File: config.mk
export PLATFORM = sky130hd
export DESIGN_NAME = divcfg_port
export DESIGN_NICKNAME = d
export VERILOG_FILES = /design/src/rtl/divcfg_pkg.sv /design/src/rtl/divcfg_sync.sv /design/src/rtl/divcfg_shreg.sv /design/src/rtl/divcfg_latch.sv /design/src/rtl/divcfg_port.sv
export SDC_FILE = /design/constraint.sdc
export NUM_CORES = 1
export LEC_CHECK = 0
export ABC_AREA = 0
export BUFFER_PORTS_ARGS = -buffer_cell sky130_fd_sc_hd__buf_2
export CAP_MARGIN = 15
export CORE_ASPECT_RATIO = 0.6
export CORE_MARGIN = 10
export CORE_UTILIZATION = 61
export CTS_BUF_LIST = sky130_fd_sc_hd__clkbuf_4
export CTS_CLUSTER_DIAMETER = 100
export CTS_CLUSTER_SIZE = 20
export DETAILED_ROUTE_END_ITERATION = 12
export PLACE_DENSITY = 0.85
export SYNTH_ARGS = -nofsm -noshare
export SYNTH_HDL_FRONTEND = slang
export SYNTH_SLANG_ARGS = --single-unit
export TNS_END_PERCENT = 1
File: constraint.sdc
create_clock -name clk -period 4 [get_ports clk]
set_clock_uncertainty 0.15 [all_clocks]
set_input_delay 0.8 -clock clk [delete_from_list [all_inputs] [get_ports clk]]
set_output_delay 0.8 -clock clk [all_outputs]
set_load 0.05 [all_outputs]
File: src/rtl/divcfg_pkg.sv
// Shared widths, the configuration record and the shift-register field decode.
package divcfg_pkg;
    localparam int M_W  = 9;
    localparam int N_W  = 2;
    localparam int T_W  = 3;
    localparam int SR_W = T_W + N_W + M_W;

    typedef struct packed {
        logic [M_W-1:0] m;
        logic [N_W-1:0] n;
        logic [T_W-1:0] t;
    } cfg_t;

    // The oldest bit sits at index 0. The test field comes first in the stream,
    // so its MSB is at index 0, then the post field, then the feedback field.
    function automatic cfg_t sr_to_cfg(input logic [SR_W-1:0] sr);
        cfg_t c;
        for (int i = 0; i < T_W; i++) c.t[T_W-1-i] = sr[i];
        for (int i = 0; i < N_W; i++) c.n[N_W-1-i] = sr[T_W+i];
        for (int i = 0; i < M_W; i++) c.m[M_W-1-i] = sr[T_W+N_W+i];
        return c;
    endfunction
endpackage

File: src/rtl/divcfg_sync.sv
// Multi-flop synchronizer for a bundle of asynchronous pins.
// Assumes each bit is independent or held stable around its strobe edge.
// The stages carry no reset, so the caller holds reset for at least STAGES cycles.
module divcfg_sync #(
    parameter int W      = 1,
    parameter int STAGES = 2
) (
    input  logic         clk,
    input  logic [W-1:0] din,
    output logic [W-1:0] dout
);
    logic [W-1:0] stg [STAGES];

    generate
        for (genvar g = 0; g < STAGES; g++) begin : g_stage
            if (g == 0) begin : g_first
                // first capture of the raw pins
                always_ff @(posedge clk) stg[0] <= din;
            end else begin : g_next
                // further settling stages
                always_ff @(posedge clk) stg[g] <= stg[g-1];
            end
        end
    endgenerate

    assign dout = stg[STAGES-1];
endmodule

File: src/rtl/divcfg_shreg.sv
// Serial shift register. The synchronized serial clock is edge-detected, and on
// each rising edge one data bit enters at the top while the oldest bit moves
// toward index 0, which drives the serial output.
module divcfg_shreg
    import divcfg_pkg::*;
(
    input  logic            clk,
    input  logic            rst_n,
    input  logic            sclk,
    input  logic            sdata,
    output logic [SR_W-1:0] sr,
    output logic            sout
);
    logic sclk_q;
    logic rise;

    assign rise = sclk & ~sclk_q;

    // track the previous serial clock level for edge detection
    always_ff @(posedge clk) begin
        if (!rst_n) sclk_q <= sclk;
        else        sclk_q <= sclk;
    end

    // shift one bit per detected rising edge
    always_ff @(posedge clk) begin
        if (!rst_n)    sr <= '0;
        else if (rise) sr <= {sdata, sr[SR_W-1:1]};
    end

    assign sout = sr[0];

    assert_hold_no_edge_R1: assert property (@(posedge clk) disable iff (!rst_n)
        !rise |=> $stable(sr));
    assert_shift_step_R1: assert property (@(posedge clk) disable iff (!rst_n)
        rise |=> sr[SR_W-1] == $past(sdata));
    assert_sout_next_R3: assert property (@(posedge clk) disable iff (!rst_n)
        rise |=> sout == $past(sr[1]));
endmodule

File: src/rtl/divcfg_latch.sv
// Configuration register that models level-transparent latches. The parallel
// path wins while its strobe is low and forces the test field to zero. Otherwise
// the serial path is transparent while its strobe is high. Reset loads the
// raw parallel pins and zero for the test field.
module divcfg_latch
    import divcfg_pkg::*;
(
    input  logic           clk,
    input  logic           rst_n,
    input  logic           pload,
    input  logic           sload,
    input  logic [M_W-1:0] pm,
    input  logic [N_W-1:0] pn,
    input  logic [M_W-1:0] rst_m,
    input  logic [N_W-1:0] rst_nv,
    input  cfg_t           ser_cfg,
    output cfg_t           cfg
);
    // choose the load source by priority, or hold
    always_ff @(posedge clk) begin
        if (!rst_n) begin
            cfg.m <= rst_m;
            cfg.n <= rst_nv;
            cfg.t <= '0;
        end else if (!pload) begin
            cfg.m <= pm;
            cfg.n <= pn;
            cfg.t <= '0;
        end else if (sload) begin
            cfg <= ser_cfg;
        end
    end

    assert_par_follow_R6: assert property (@(posedge clk) disable iff (!rst_n)
        !pload |=> cfg.m == $past(pm) && cfg.n == $past(pn) && cfg.t == '0);
    assert_par_priority_R8: assert property (@(posedge clk) disable iff (!rst_n)
        (!pload && sload) |=> cfg.t == '0);
    assert_ser_follow_R4: assert property (@(posedge clk) disable iff (!rst_n)
        (pload && sload) |=> cfg == $past(ser_cfg));
    assert_ser_hold_R5: assert property (@(posedge clk) disable iff (!rst_n)
        (pload && !sload) |=> $stable(cfg));
endmodule

File: src/rtl/divcfg_port.sv
// Top of the divider configuration port. All pins are synchronized into the
// clk domain, the serial clock is edge-detected, and the shift register and the
// parallel pins feed a single priority configuration register.
module divcfg_port
    import divcfg_pkg::*;
#(
    parameter int SYNC_STAGES = 2
) (
    input  logic           clk,
    input  logic           rst_n,
    input  logic           ser_clk,
    input  logic           ser_data,
    input  logic           ser_load,
    input  logic           par_load,
    input  logic [M_W-1:0] par_m,
    input  logic [N_W-1:0] par_n,
    output logic [M_W-1:0] fb_div,
    output logic [N_W-1:0] post_sel,
    output logic [T_W-1:0] test_sel,
    output logic           ser_out
);
    localparam int PIN_W = 4 + M_W + N_W;

    logic [PIN_W-1:0] pins_raw;
    logic [PIN_W-1:0] pins_s;
    logic             sclk_s, sdata_s, sload_s, pload_s;
    logic [M_W-1:0]   pm_s;
    logic [N_W-1:0]   pn_s;
    logic [SR_W-1:0]  sr;
    cfg_t             cfg;

    assign pins_raw = {ser_clk, ser_data, ser_load, par_load, par_m, par_n};

    divcfg_sync #(.W(PIN_W), .STAGES(SYNC_STAGES)) i_sync (
        .clk (clk),
        .din (pins_raw),
        .dout(pins_s)
    );

    assign {sclk_s, sdata_s, sload_s, pload_s, pm_s, pn_s} = pins_s;

    divcfg_shreg i_shreg (
        .clk  (clk),
        .rst_n(rst_n),
        .sclk (sclk_s),
        .sdata(sdata_s),
        .sr   (sr),
        .sout (ser_out)
    );

    divcfg_latch i_latch (
        .clk    (clk),
        .rst_n  (rst_n),
        .pload  (pload_s),
        .sload  (sload_s),
        .pm     (pm_s),
        .pn     (pn_s),
        .rst_m  (par_m),
        .rst_nv (par_n),
        .ser_cfg(sr_to_cfg(sr)),
        .cfg    (cfg)
    );

    assign fb_div   = cfg.m;
    assign post_sel = cfg.n;
    assign test_sel = cfg.t;
endmodule

==> results.sh, run 1 <==
export IMPL_run_status="finished, final reports clean"
export IMPL_synth_seq_cells=59
export IMPL_crit_reg2reg_launch="i_sync.stg[0][26]$_DFF_P_"
export IMPL_cts_root_buffer_cell="clkbuf_4"
export IMPL_cp_cell_sequence="buf_2 -> nand2_1 -> or2_1"
export IMPL_crit_path_start="rst_n"
export IMPL_p_sw_share_pct=22.7
export IMPL_track_usage_pct=12.4
export IMPL_synthesized_instance_count=165
export IMPL_numClockSinks=59
export IMPL_synth_edf_count=11
export IMPL_die_h_um=62.8
export IMPL_worstHoldPathType="flop to flop"
export IMPL_grt_start_max_net_pins=38
export IMPL_dpl_instance_area_um2=2010
export IMPL_synthTopCellsByArea="dfxtp_1 52%, edfxtp_1 18%, nand2_1 5.8%"
export IMPL_cts_htree_levels=3
export IMPL_dieArea_um2=5740
export IMPL_drt_drc_violations_left=0
export IMPL_routed_length_per_placed_instance_um=13.5
export IMPL_async_reset_ff_share_pct=0
export IMPL_worstPathRequired_ns=3.92
export IMPL_postCtsHoldBufs=0
export IMPL_dpl_cell_count=228
export IMPL_antenna_found_initial=0
export IMPL_worst_path_largest_cell_delay_ns=0.44
export IMPL_report_final_slew_viol_count=0
export IMPL_clk_insertion_delay_late_ns=0.38
export IMPL_number_of_buffers_added_by_the_clock_tree_synthesis_step=9
export IMPL_grt_pass1_wl_mm=5.53
export IMPL_detailedRoute_firstIterationViolations=129
export IMPL_drt_total_wl_mm=3.28
export IMPL_power_share_sequential_pct=55.2
export IMPL_synthFlopType="dfxtp_1"
export IMPL_fp_rows=15
export IMPL_proportion_of_layout_cells_with_a_drive_suffix_above_1_pct=23.3
export IMPL_critPathCaptureType="flop"
export IMPL_core_ar_um2=2890
export IMPL_post_synth_top_count_cell="dfxtp_1"
export IMPL_yosys_warnings=0
export IMPL_number_of_antenna_cells_inserted=0
export IMPL_max_cap_violations=0
export IMPL_cts_resized=0
export IMPL_finalHoldViolations=0
export IMPL_switching_power_uw=265
export IMPL_nets=214
export IMPL_ctsLongestPathBuffers=2
export IMPL_routed_via_density=5.09
export IMPL_postCtsSetupBuffers=0
export IMPL_post_synth_instance_area_um2=1870
export IMPL_tritoncts="done"
export IMPL_globalplace_congestion=0.782
export IMPL_synthesis_area_per_instance_um2=11.3
export IMPL_port_buffer_count=31
export IMPL_slew_at_the_pin_closest_to_its_max_slew_limit_ns=0.676
export IMPL_drt_pass1_iter_count=4
export IMPL_cell_internal_pwr_uw=902
export IMPL_first_global_vias=1171
export IMPL_finalInstanceArea_um2=2160
export IMPL_finalNonFillerCells=244
export IMPL_ys_top_cells_by_count="48 x dfxtp_1, 29 x nand2_1, 14 x a21boi_1, 14 x nor2_1"
export IMPL_die_x_um=91.4
export IMPL_cts_clk_slew_worst_paths_ns=0.09
export IMPL_layout_worst_path_cycle_share_pct=48.9
export IMPL_crit_family="simple AND/OR/NAND/NOR gates"
export IMPL_grt_setup_unrepaired="false"
export IMPL_clock_power_share_pct=37.9
export IMPL_setup_violations=0
export IMPL_synth_top_area_cell="dfxtp_1"
export IMPL_comb_power_share_pct=6.9
export IMPL_slew_headroom_pct=54.8
export IMPL_static_leakage_power_nw=0.869
export IMPL_cp_num_buf_inv=1
export IMPL_holdCritStartpoint="i_sync.stg[0][11]$_DFF_P_"
export IMPL_setup_tns_final_ns=0
export IMPL_post_synth_top_area_fraction_pct=51.5
export IMPL_area_delta_synth_final_pct=15.9
export IMPL_synth_cell_types=15
export IMPL_synth_seq_area_share_pct=69.2
export IMPL_ant_nets=0
export IMPL_fmaxAchievable_ghz=0.511
export IMPL_start_kind="input pin"
export IMPL_critical_path_slowest_cell="or2_1"
export IMPL_initial_utilization_pct=64.5
export IMPL_globalRouteOverflowTotal=0
export IMPL_timing_worst_setup_path_type="input pin to flop"
export IMPL_io_pins=32
export IMPL_post_synthesis_net_count=182
export IMPL_max_vdd_ir_drop_mv=0.429
export IMPL_layout_min_cycle_time_ns=1.96
export IMPL_path_max_fanout=37
export IMPL_vias=1241
export IMPL_cellPowerDensity_nw_per_um2=540
export IMPL_timing_critical_path_arrival_ns=1.88
[power groups by stage]
| stage | Combinational, mW | Sequential [mW] | Clock [mW] |
|---|---|---|---|
| after floorplan | 0.0314 | 0.687 | 0 |
| after global placement | 0.0793 | 0.658 | 0 |
| after detailed placement | 0.0812 | 0.659 | 0 |
| after CTS | 0.0814 | 0.645 | 0.451 |
| after global routing | 0.0861 | 0.648 | 0.481 |
| final | 0.0806 | 0.645 | 0.442 |
[stage by stage]
step                total power [mW]  hold slack [ns]  util (%)  setup WS [ns]
floorplan                      0.718            0.160         -           2.14
global placement               0.737            0.159      69.6           1.69
detailed placement             0.740            0.163      69.6           1.64
CTS                             1.18            0.183      74.8           2.02
global route                    1.21            0.190      74.8           1.97
finish                          1.17            0.180      74.8           2.04
[placed cells by master (no fill, tap or decap), drive strengths merged]
| cell type | Yosys | final |
|---|---|---|
| mux2i | 3 | 3 |
| edfxtp | 11 | 11 |
| nand2b | 12 | 12 |
| buf | 10 | 31 |
| nor2 | 14 | 14 |
| nand2 | 29 | 29 |
| clkinv | 0 | 5 |
| and2b | 1 | 1 |
| a21boi | 14 | 14 |
| a31oi | 11 | 11 |
| nand3 | 11 | 11 |
| dfxtp | 48 | 48 |
| bufinv | 0 | 2 |
| clkbuf | 0 | 9 |
| or2 | 1 | 1 |
[worst paths after layout]
check,endpoint,slack (ns),cells past startpoint
setup reg to reg,i_latch.cfg[4]$_DFFE_PP_,2.13,2
setup / recovery,i_latch.cfg[4]$_DFFE_PP_,2.04,3
hold reg to reg,i_sync.stg[0][26]$_DFF_P_,0.18,0
hold / removal,i_sync.stg[0][26]$_DFF_P_,0.18,0
[routing by layer]
| metal | vias to the layer above | global-route usage (%) | share of wire [%] |
|---|---|---|---|
| met2 | 45 | 18.1 | 45 |
| met4 | 0 | 9.34 | 2.4 |
| met1 | 566 | 14.0 | 45 |
| li1 | 621 | - | - |
| met3 | 9 | 5.16 | 7.6 |
| met5 | - | 0 | 0 |
[kinds of logic (layout without fill, tap and decap cells)]
group	count (synthesis)	in the layout	synth area share (%)
simple gates	68	68	16.6
flops	59	59	69.2
compound gates	25	25	9.32
buf+inv	10	47	3.29
mux	3	3	1.61
[cell type report]
class | count | area, µm²
Clock buffer | 9 | 67.6
Clock inverter | 7 | 82.6
Fill cell | 216 | 728
Multi-Input combinational cell | 96 | 513
Sequential cell | 59 | 1290
Tap cell | 42 | 52.6
Timing Repair Buffer | 31 | 155
[registers in the layout, indices dropped and copies added, names as in the netlist]
| name | flops |
|---|---|
| i_shreg.sr | 14 |
| i_shreg.sclk_q | 1 |
| i_latch.cfg | 14 |
| i_sync.stg | 30 |
(Power assumes the default switching activity.)
==> inputs of run 2 (changes only) <==
CORE_UTILIZATION = 56   (was 61)
PLACE_DENSITY = 0.79   (was 0.85)
clock period = 1.88 ns   (was 4 ns; I/O delays follow)
==> run 2 against run 1 <==
Net effect:
- cell count rose by 8.6%
- cell area rose by 7.8%
- total power rose by 110%
- critical endpoint is now ser_out
- clock power rose by 96%
- sequential share of layout area fell by 4.3 points
- utilization fell by 2.5 points
- critical path depth fell by 2
- wire length rose by 8.9%
==> results.sh, run 2 (synthesis results as in run 1) <==
export IMPL_fmaxAchievable_ghz=0.643
export IMPL_cellPowerDensity_nw_per_um2=1050
export IMPL_timing_rr_end="i_latch.cfg[4]$_DFFE_PP_"
export IMPL_layout_min_cycle_time_ns=1.56
export IMPL_power_mw=2.44
export IMPL_cp_cell_sequence="buf_2"
export IMPL_largestRegisters="i_sync.stg (30), i_latch.cfg (14), i_shreg.sr (14)"
export IMPL_timing_critical_path_arrival_ns=1.03
export IMPL_worstPathRequired_ns=1.35
export IMPL_routed_length_per_placed_instance_um=13.5
export IMPL_grt_pass1_wl_mm=5.77
export IMPL_start_kind="flop"
export IMPL_io_pins=32
export IMPL_number_of_antenna_cells_inserted=0
export IMPL_path_max_fanout=3
export IMPL_critical_path_depth=1
export IMPL_setup_tns_final_ns=0
export IMPL_mostFrequentLayoutCells="48 x dfxtp_1, 31 x buf_2, 29 x nand2_1"
export IMPL_core_ar_um2=3220
export IMPL_critical_path_slowest_cell="dfxtp_1"
export IMPL_cp_num_buf_inv=1
export IMPL_cts_resized=0
export IMPL_r2r_slack_ns=0.50
export IMPL_die_x_um=94.5
export IMPL_first_global_vias=1232
export IMPL_globalplace_congestion=0.749
export IMPL_cts_root_buffer_cell="clkbuf_4"
export IMPL_globalRouteOverflowTotal=0
export IMPL_fp_rows=16
export IMPL_slew_at_the_pin_closest_to_its_max_slew_limit_ns=0.476
export IMPL_worstHoldPathType="input pin to flop"
export IMPL_run_status="finished, final reports clean"
export IMPL_detailedRoute_firstIterationViolations=216
export IMPL_setup_violations=0
export IMPL_crit_reg2reg_launch="i_sync.stg[0][26]$_DFF_P_"
export IMPL_worst_path_largest_cell_delay_ns=0.36
export IMPL_finalHoldViolations=0
export IMPL_max_vdd_ir_drop_mv=0.643
export IMPL_drt_drc_violations_left=0
export IMPL_slew_headroom_pct=68.3
export IMPL_initial_utilization_pct=57.9
export IMPL_layout_commonest_cell="dfxtp_1"
export IMPL_worst_r2r_cell_count=2
export IMPL_registers_top_by_ff_count="i_sync.stg"
export IMPL_nFillCells=221
export IMPL_dieArea_um2=6120
export IMPL_crit_family="flip-flops"
export IMPL_hold_worst_slack_ns=0.163
export IMPL_ant_nets=0
export IMPL_cts_htree_levels=3
export IMPL_report_final_slew_viol_count=0
export IMPL_critPathCaptureType="output pin"
export IMPL_clk_insertion_delay_late_ns=0.40
export IMPL_critPathCapture="ser_out"
export IMPL_crit_path_start="i_shreg.sr[0]$_SDFFE_PN0P_"
export IMPL_hpwlAfterDp_mm=2.49
export IMPL_layout_worst_path_cycle_share_pct=82.7
export IMPL_drt_pass1_iter_count=4
export IMPL_grt_setup_unrepaired="false"
export IMPL_grt_start_max_net_pins=37
export IMPL_nets=232
export IMPL_static_leakage_power_nw=0.930
export IMPL_cts_clk_slew_worst_paths_ns=0.09
export IMPL_area_delta_synth_final_pct=24.9
export IMPL_tritoncts="done"
export IMPL_antenna_found_initial=0
export IMPL_timing_worst_setup_path_type="flop to output pin"
export IMPL_numClockSinks=59
export IMPL_drt_total_wl_mm=3.58
export IMPL_vias=1278
export IMPL_port_buffer_count=31
export IMPL_routed_via_density=4.82
export IMPL_number_of_buffers_added_by_the_clock_tree_synthesis_step=9
export IMPL_proportion_of_layout_cells_with_a_drive_suffix_above_1_pct=23.6
export IMPL_die_h_um=64.7
export IMPL_largest_reg_flops=30
export IMPL_max_cap_violations=0
export IMPL_ctsLongestPathBuffers=2
export IMPL_postCtsSetupBuffers=0
export IMPL_track_usage_pct=12.6
## run 2: cell types whose count changed in the layout (fill, tap and decap cells not counted), moves of 2 or more
cell	before	now
clkinv_2	3	1
dlygate4sd3_1	0	15
buf_4	0	3
clkinvlp_4	0	3
clkinv_1	2	0
## run 2: routing by layer
metal | vias up | routed length [µm] | GRT usage, %
met4 | 0 | 51 | 8.18
met1 | 573 | 1570 | 14.7
met5 | - | 0 | 0
met3 | 6 | 287 | 6.90
li1 | 655 | - | -
met2 | 44 | 1670 | 17.3
## run 2: repair_timing
action	CTS	global route
hold buffers	15	0
setup endpoints to repair	0	0
hold endpoints to repair	15	0
## run 2: area by class of cell
cell class / count / area, µm² / share of cell area, %
Tap cell: 45 / 56.3 / 2.42
Timing Repair Buffer: 49 / 328 / 14.1
Clock buffer: 10 / 75.1 / 3.22
Multi-Input combinational cell: 96 / 513 / 22.0
Clock inverter: 6 / 66.3 / 2.85
Sequential cell: 59 / 1290 / 55.4
## run 2: stage by stage
| stage | std cells | utilization, % | setup slack (ns) | instance area (µm²) |
|---|---|---|---|---|
| after detailed placement | 234 | 63.2 | 0.318 | 2040 |
| final | 265 | 72.3 | 0.324 | 2330 |
| after CTS | 265 | 72.3 | 0.296 | 2330 |
| after global routing | 265 | 72.3 | 0.271 | 2330 |
| after global placement | 234 | 63.2 | 0.368 | 2040 |
| after floorplan | 165 | - | 0.444 | 1870 |
## run 2: how the worst min path moves through the flow
stage | from | to | slack [ns] | depth (start not counted)
after global placement | i_sync.stg[0][6]$_DFF_P_ | i_sync.stg[0][21]$_DFF_P_ | 0.16 | 0
after floorplan | i_sync.stg[0][0]$_DFF_P_ | i_sync.stg[0][15]$_DFF_P_ | 0.16 | 0
final | rst_n | i_latch.cfg[1]$_SDFFE_PN0P_ | 0.16 | 3
after global routing | rst_n | i_latch.cfg[0]$_SDFFE_PN0P_ | 0.18 | 3
after CTS | rst_n | i_latch.cfg[1]$_SDFFE_PN0P_ | 0.14 | 3
after detailed placement | i_sync.stg[0][14]$_DFF_P_ | i_sync.stg[0][29]$_DFF_P_ | 0.16 | 0
## run 2: where the power goes
group | switching (mW) | internal [mW] | total, mW
Sequential | 0.0170 | 1.35 | 1.36
Clock | 0.449 | 0.419 | 0.868
Combinational | 0.138 | 0.0735 | 0.211
